`src/rtl/ptmr_pkg.sv`:
```
`timescale 1ns/1ps
package ptmr_pkg;
  typedef enum logic [1:0] {
    REG_CTRL   = 2'd0,
    REG_STAT   = 2'd1,
    REG_CNT_HI = 2'd2,
    REG_CNT_LO = 2'd3
  } ptmr_reg_e;

  localparam int unsigned BIT_RUN  = 7;
  localparam int unsigned BIT_LOAD = 6;
  localparam int unsigned BIT_RATE = 5;
  localparam int unsigned BIT_TOUT = 7;
endpackage

```
`src/rtl/ptmr_prescale.sv`:
```
`timescale 1ns/1ps
module ptmr_prescale #(
  parameter int unsigned SLOW_DIV = 16,
  parameter int unsigned FAST_DIV = 2
) (
  input  logic clk_i,
  input  logic rst_ni,
  input  logic run_i,
  input  logic restart_i,
  input  logic fast_i,
  output logic tick_o
);
  localparam int unsigned MAX_DIV = (SLOW_DIV > FAST_DIV) ? SLOW_DIV : FAST_DIV;
  localparam int unsigned PW      = (MAX_DIV > 2) ? $clog2(MAX_DIV) : 1;

  logic [PW-1:0] pre_q;
  logic [PW-1:0] last;

  assign last   = fast_i ? PW'(FAST_DIV - 1) : PW'(SLOW_DIV - 1);
  assign tick_o = run_i && !restart_i && (pre_q == last);

  always_ff @(posedge clk_i or negedge rst_ni) begin
    if (!rst_ni)        pre_q <= '0;
    else if (restart_i) pre_q <= '0;
    else if (run_i)     pre_q <= (pre_q == last) ? '0 : pre_q + PW'(1);
  end

  // both divisors are at least 2, so ticks never come back to back
  a_r4_tick_spacing: assert property (@(posedge clk_i) disable iff (!rst_ni)
    tick_o |=> !tick_o);
  // a restart always leaves the prescaler at phase zero
  a_r6_restart_phase: assert property (@(posedge clk_i) disable iff (!rst_ni)
    restart_i |=> (pre_q == '0));
endmodule

```
`src/rtl/ptmr_count.sv`:
```
`timescale 1ns/1ps
module ptmr_count #(
  parameter int unsigned CNT_W = 16
) (
  input  logic             clk_i,
  input  logic             rst_ni,
  input  logic             load_i,
  input  logic [CNT_W-1:0] hold_i,
  input  logic             tick_i,
  output logic [CNT_W-1:0] count_o,
  output logic             zero_hit_o
);
  logic [CNT_W-1:0] count_q;

  always_ff @(posedge clk_i or negedge rst_ni) begin
    if (!rst_ni)     count_q <= '0;
    else if (load_i) count_q <= hold_i;
    else if (tick_i) count_q <= count_q - CNT_W'(1);
  end

  assign count_o    = count_q;
  assign zero_hit_o = tick_i && !load_i && (count_q == CNT_W'(1));

  a_r3_load_copies: assert property (@(posedge clk_i) disable iff (!rst_ni)
    load_i |=> (count_q == $past(hold_i)));
  a_r5_idle_holds: assert property (@(posedge clk_i) disable iff (!rst_ni)
    (!load_i && !tick_i) |=> $stable(count_q));
  a_r11_step_wraps: assert property (@(posedge clk_i) disable iff (!rst_ni)
    (tick_i && !load_i) |=> (count_q == $past(count_q) - CNT_W'(1)));
endmodule

```
`src/rtl/ptmr.sv`:
```
`timescale 1ns/1ps
module ptmr
  import ptmr_pkg::*;
#(
  parameter int unsigned DATA_W   = 8,
  parameter int unsigned SLOW_DIV = 16,
  parameter int unsigned FAST_DIV = 2
) (
  input  logic              clk_i,
  input  logic              rst_ni,
  input  logic [1:0]        addr_i,
  input  logic              we_i,
  input  logic [DATA_W-1:0] wdata_i,
  output logic [DATA_W-1:0] rdata_o
);
  localparam int unsigned CNT_W = 2 * DATA_W;

  logic             run_q, load_q, fast_q, tout_q;
  logic [CNT_W-1:0] hold_q;
  logic [CNT_W-1:0] count;
  logic             ctrl_wr, stat_wr, start_rise, restart, stop_clr, w1c;
  logic             tick, zero_hit;

  assign ctrl_wr    = we_i && (addr_i == REG_CTRL);
  assign stat_wr    = we_i && (addr_i == REG_STAT);
  assign start_rise = ctrl_wr && wdata_i[BIT_RUN] && !run_q;
  assign restart    = start_rise || load_q;
  assign stop_clr   = ctrl_wr && !wdata_i[BIT_RUN];
  assign w1c        = stat_wr && wdata_i[BIT_TOUT];

  always_ff @(posedge clk_i or negedge rst_ni) begin
    if (!rst_ni) begin
      run_q  <= 1'b0;
      load_q <= 1'b0;
      fast_q <= 1'b0;
      hold_q <= '0;
    end else begin
      load_q <= ctrl_wr && wdata_i[BIT_LOAD];
      if (ctrl_wr) run_q <= wdata_i[BIT_RUN];
      if (ctrl_wr && !run_q) fast_q <= wdata_i[BIT_RATE];
      if (we_i && addr_i == REG_CNT_HI) hold_q[CNT_W-1 -: DATA_W] <= wdata_i;
      if (we_i && addr_i == REG_CNT_LO) hold_q[DATA_W-1:0]        <= wdata_i;
    end
  end

  // stop wins over a coincident zero crossing; a crossing wins over write-one-clear
  always_ff @(posedge clk_i or negedge rst_ni) begin
    if (!rst_ni)       tout_q <= 1'b0;
    else if (stop_clr) tout_q <= 1'b0;
    else if (zero_hit) tout_q <= 1'b1;
    else if (w1c)      tout_q <= 1'b0;
  end

  ptmr_prescale #(.SLOW_DIV(SLOW_DIV), .FAST_DIV(FAST_DIV)) u_pre (
    .clk_i     (clk_i),
    .rst_ni    (rst_ni),
    .run_i     (run_q),
    .restart_i (restart),
    .fast_i    (fast_q),
    .tick_o    (tick)
  );

  ptmr_count #(.CNT_W(CNT_W)) u_cnt (
    .clk_i      (clk_i),
    .rst_ni     (rst_ni),
    .load_i     (load_q),
    .hold_i     (hold_q),
    .tick_i     (tick),
    .count_o    (count),
    .zero_hit_o (zero_hit)
  );

  always_comb begin
    rdata_o = '0;
    unique case (addr_i)
      REG_CTRL: begin
        rdata_o[BIT_RUN]  = run_q;
        rdata_o[BIT_LOAD] = load_q;
        rdata_o[BIT_RATE] = fast_q;
      end
      REG_STAT:   rdata_o[BIT_TOUT] = tout_q;
      REG_CNT_HI: rdata_o = count[CNT_W-1 -: DATA_W];
      default:    rdata_o = count[DATA_W-1:0];
    endcase
  end

  a_r3_load_pulse: assert property (@(posedge clk_i) disable iff (!rst_ni)
    load_q |=> !load_q || $past(ctrl_wr));
  a_r10_rate_lock: assert property (@(posedge clk_i) disable iff (!rst_ni)
    run_q |=> $stable(fast_q));
  a_r9_stop_clears: assert property (@(posedge clk_i) disable iff (!rst_ni)
    stop_clr |=> !tout_q);
  a_r7_sticky: assert property (@(posedge clk_i) disable iff (!rst_ni)
    (tout_q && !ctrl_wr && !stat_wr) |=> tout_q);
  a_r7_sets: assert property (@(posedge clk_i) disable iff (!rst_ni)
    (zero_hit && !stop_clr) |=> tout_q);
endmodule

```
`config.mk`:
```
export PLATFORM = sky130hd
export DESIGN_NAME = ptmr
export DESIGN_NICKNAME = d
export VERILOG_FILES = /design/src/rtl/ptmr_pkg.sv /design/src/rtl/ptmr_prescale.sv /design/src/rtl/ptmr_count.sv /design/src/rtl/ptmr.sv
export SDC_FILE = /design/constraint.sdc
export NUM_CORES = 1
export LEC_CHECK = 0
export BUFFER_PORTS_ARGS = -buffer_cell sky130_fd_sc_hd__buf_4
export CELL_PAD_IN_SITES_DETAIL_PLACEMENT = 1
export CELL_PAD_IN_SITES_GLOBAL_PLACEMENT = 1
export CORE_ASPECT_RATIO = 2
export CORE_MARGIN = 3
export CORE_UTILIZATION = 25
export DETAILED_ROUTE_END_ITERATION = 8
export GPL_TIMING_DRIVEN = 0
export PLACE_DENSITY = 0.49
export SYNTH_ARGS = -nofsm -noshare
export SYNTH_HDL_FRONTEND = slang
export SYNTH_SLANG_ARGS = --single-unit
```
`constraint.sdc`:
```
create_clock -name clk_i -period 3.7 [get_ports clk_i]
set_input_delay 0.37 -clock clk_i [delete_from_list [all_inputs] [get_ports clk_i]]
set_output_delay 0.37 -clock clk_i [all_outputs]
set_load 0.005 [all_outputs]
```
==> run metrics <==
largest net degree at the start of global routing 41; Area Growth Syn to Fin 18.6%; DR vias 1,766; critical path startpoint u_cnt.count_o[1]; post-DR vias/cell 5.43; Crit path arrival time 2.66 ns; DRC viols 0; fin nets 242; Synth area leaders dfrtp_1, mux2_2, a311oi_1, mux2i_1, nor2_1; drt first pass iters 4; TritonCTS clock tree yes; critical path startpoint category flop; post-route ant nets 0; post-route design area 2590 µm²; deepest clock path buffer count 2; Max VDD drop 0.228 mV; initial antenna violation count 0; Die Area 9980 µm²; final max-slew violation count 0; Critical Path Fanout Max 7; r2r startpoint u_cnt.count_o[1]; Resize count post-CTS 0; GRT Total Usage 14.5%; EDFF count, synth 0; Ys Warns 0; largest stage delay on the critical path 0.47 ns; die width 72.2 µm; drt total wl 6790 µm; endpoints failing setup 0; largest area contributor in the netlist dfrtp_1; clock root buffer clkbuf_16; metal3 WL 152 µm; worst slew pin tran 0.615 ns; Worst EP required 3.91 ns; Core Box Area 8410 µm²; Worst Clk Skew 0.00666 ns; # rows 47; gr ovfl total 0; Mapped Avg Cell Area 10.9 µm²; post-route minimum period 2.46 ns; die height 138 µm; GPL Wtd Cong 0.797; fraction of layout cells with a size suffix above 1 25.1%; register clock-pin slew on the reported worst setup and hold paths 0.06 ns; utilization after layout 30.9%; Synth Instances 201; dpl cell area 2450 µm²; post-CTS setup buffer count 0; HPWL Detailed 4950 µm; Yosys cell types 50; crit end category flop; number of synthesized register bits 40; Synthesized Nets 217; DR top layer met4; Max Cap Viol 0; worst setup path category flop to flop; CP Cell Sequence inv_1, ha_1, or3b_2, clkbuf_1, nor3_1, or4b_1, a31oi_1; commonest non-fill, non-tap cell in the layout dfrtp_1; Synth async-reset ratio 100%; Skew-Pair Late Insertion Delay 0.29 ns; wire per inst 20.9 µm; IO Port Bufs 18; Slowest-stage cell, CP or4b_1; final hold vios 0; Syn Std Cell Area 2190 µm²; commonest cells after routing, fill and taps aside dfrtp_1, mux2_2, buf_4; Sink Count 40; Detail Route met2 WL 3830 µm; DRT iter0 DRCs 78; run status complete, no violations; CTS Hold Bufs 0; global-route wire length before repair 10,900 µm; Initial Util 26.0%; top_reg_cell synth dfrtp_1; PD cells 616 nW/µm²; # diodes 0; wl on met1 2670 µm; H-tree lvl count 2; leakage 0.00102 µW; Final Cycle Share 66.4%; setup tns final 0 ns; RSZ-0062 raised after global routing false; # IOs 21; register area share after synthesis 45.7%; Hold Crit Class primary input to async pin; Num CTS Buffers 5; Yosys top cell area share 45.7%; Rel. slew slack 58.7%; f_max 0.407 GHz; number of global-route vias before repair 1,945
==> flip-flops by register name (all words and copies together), names as in the netlist <==
register       count
run_q              1
hold_q            16
load_q             1
fast_q             1
u_cnt.count_o     16
u_pre.pre_q        4
tout_q             1
==> report_power, final <==
part / internal [µW] / switching (µW) / total (µW)
Sequential: 555 / 165 / 720
Combinational: 220 / 214 / 433
Clock: 266 / 180 / 447
==> kinds of logic after synthesis <==
logic type	share of synthesized area [%]
simple gates	18.8
flops	45.7
mux	15.0
xor+xnor	0.801
buf+inv	3.26
fa+ha+maj	1.72
compound gates	14.8
==> per-stage QoR <==
step	hold WS [ns]	cells	worst slack, ns	total power, µW
after detailed placement	0.408	317	1.28	1160
after global placement	0.404	317	1.30	1150
after floorplan	0.0744	201	1.58	971
after CTS	0.101	325	1.26	1620
final	0.0685	325	1.24	1600
after global routing	0.112	325	1.03	1700
==> final cells by class <==
| cell class | instances | area, µm² |
|---|---|---|
| clock inverters | 2 | 10.0 |
| flip-flops and latches | 40 | 1000 |
| well taps | 98 | 123 |
| fillers | 962 | 5810 |
| repair buffers | 18 | 135 |
| plain buffers | 12 | 56.3 |
| clock buffers | 6 | 139 |
| multi-input cells | 145 | 1120 |
| inverters | 4 | 15.0 |
==> cells in the mapped netlist, types with 2 or more instances <==
master,count
a22o_1,3
nor2_1,14
a311oi_1,13
a31oi_1,4
nor2b_1,6
o311ai_0,3
o31ai_1,2
nor3_1,8
inv_1,3
or4_1,3
dfrtp_1,40
nor4_1,4
mux2i_1,8
clkbuf_1,9
o21ai_0,6
nand2_1,8
ha_1,3
or3_1,3
nand3_1,5
nand2b_1,2
nor4b_1,3
a221o_1,2
or2_2,2
mux2_2,20
nand4b_1,2
==> path summary, 6_finish.rpt <==
kind | endpoint | slack [ns] | cells past startpoint
hold / removal | hold_q[9] | 0.07 | 1
max in group asynchronous | fast_q | 3.24 | 1
hold reg to reg | u_cnt.count_o[0] | 0.50 | 2
setup reg to reg | u_cnt.count_o[14] | 1.24 | 7
setup / recovery | u_cnt.count_o[14] | 1.24 | 7
min in group clk_i | hold_q[12] | 0.32 | 2
==> critical path: cells and delay by family, from the launching register on <==
family / cells / cell delay (ns)
and+or+nand+nor: 3 / 1.23
DFF: 1 / 0.45
buffers and inverters: 2 / 0.33
adders and majority gates: 1 / 0.20
AOI/OAI and AO/OA: 1 / 0.17
==> routing by layer <==
metal  vias up  GRT usage, %
met5         -             0
met4         0          6.34
met3        10          1.82
met2        26          26.3
met1       901          16.4
li1        829             -
No activity file was read; power rests on OpenSTA's default activity.
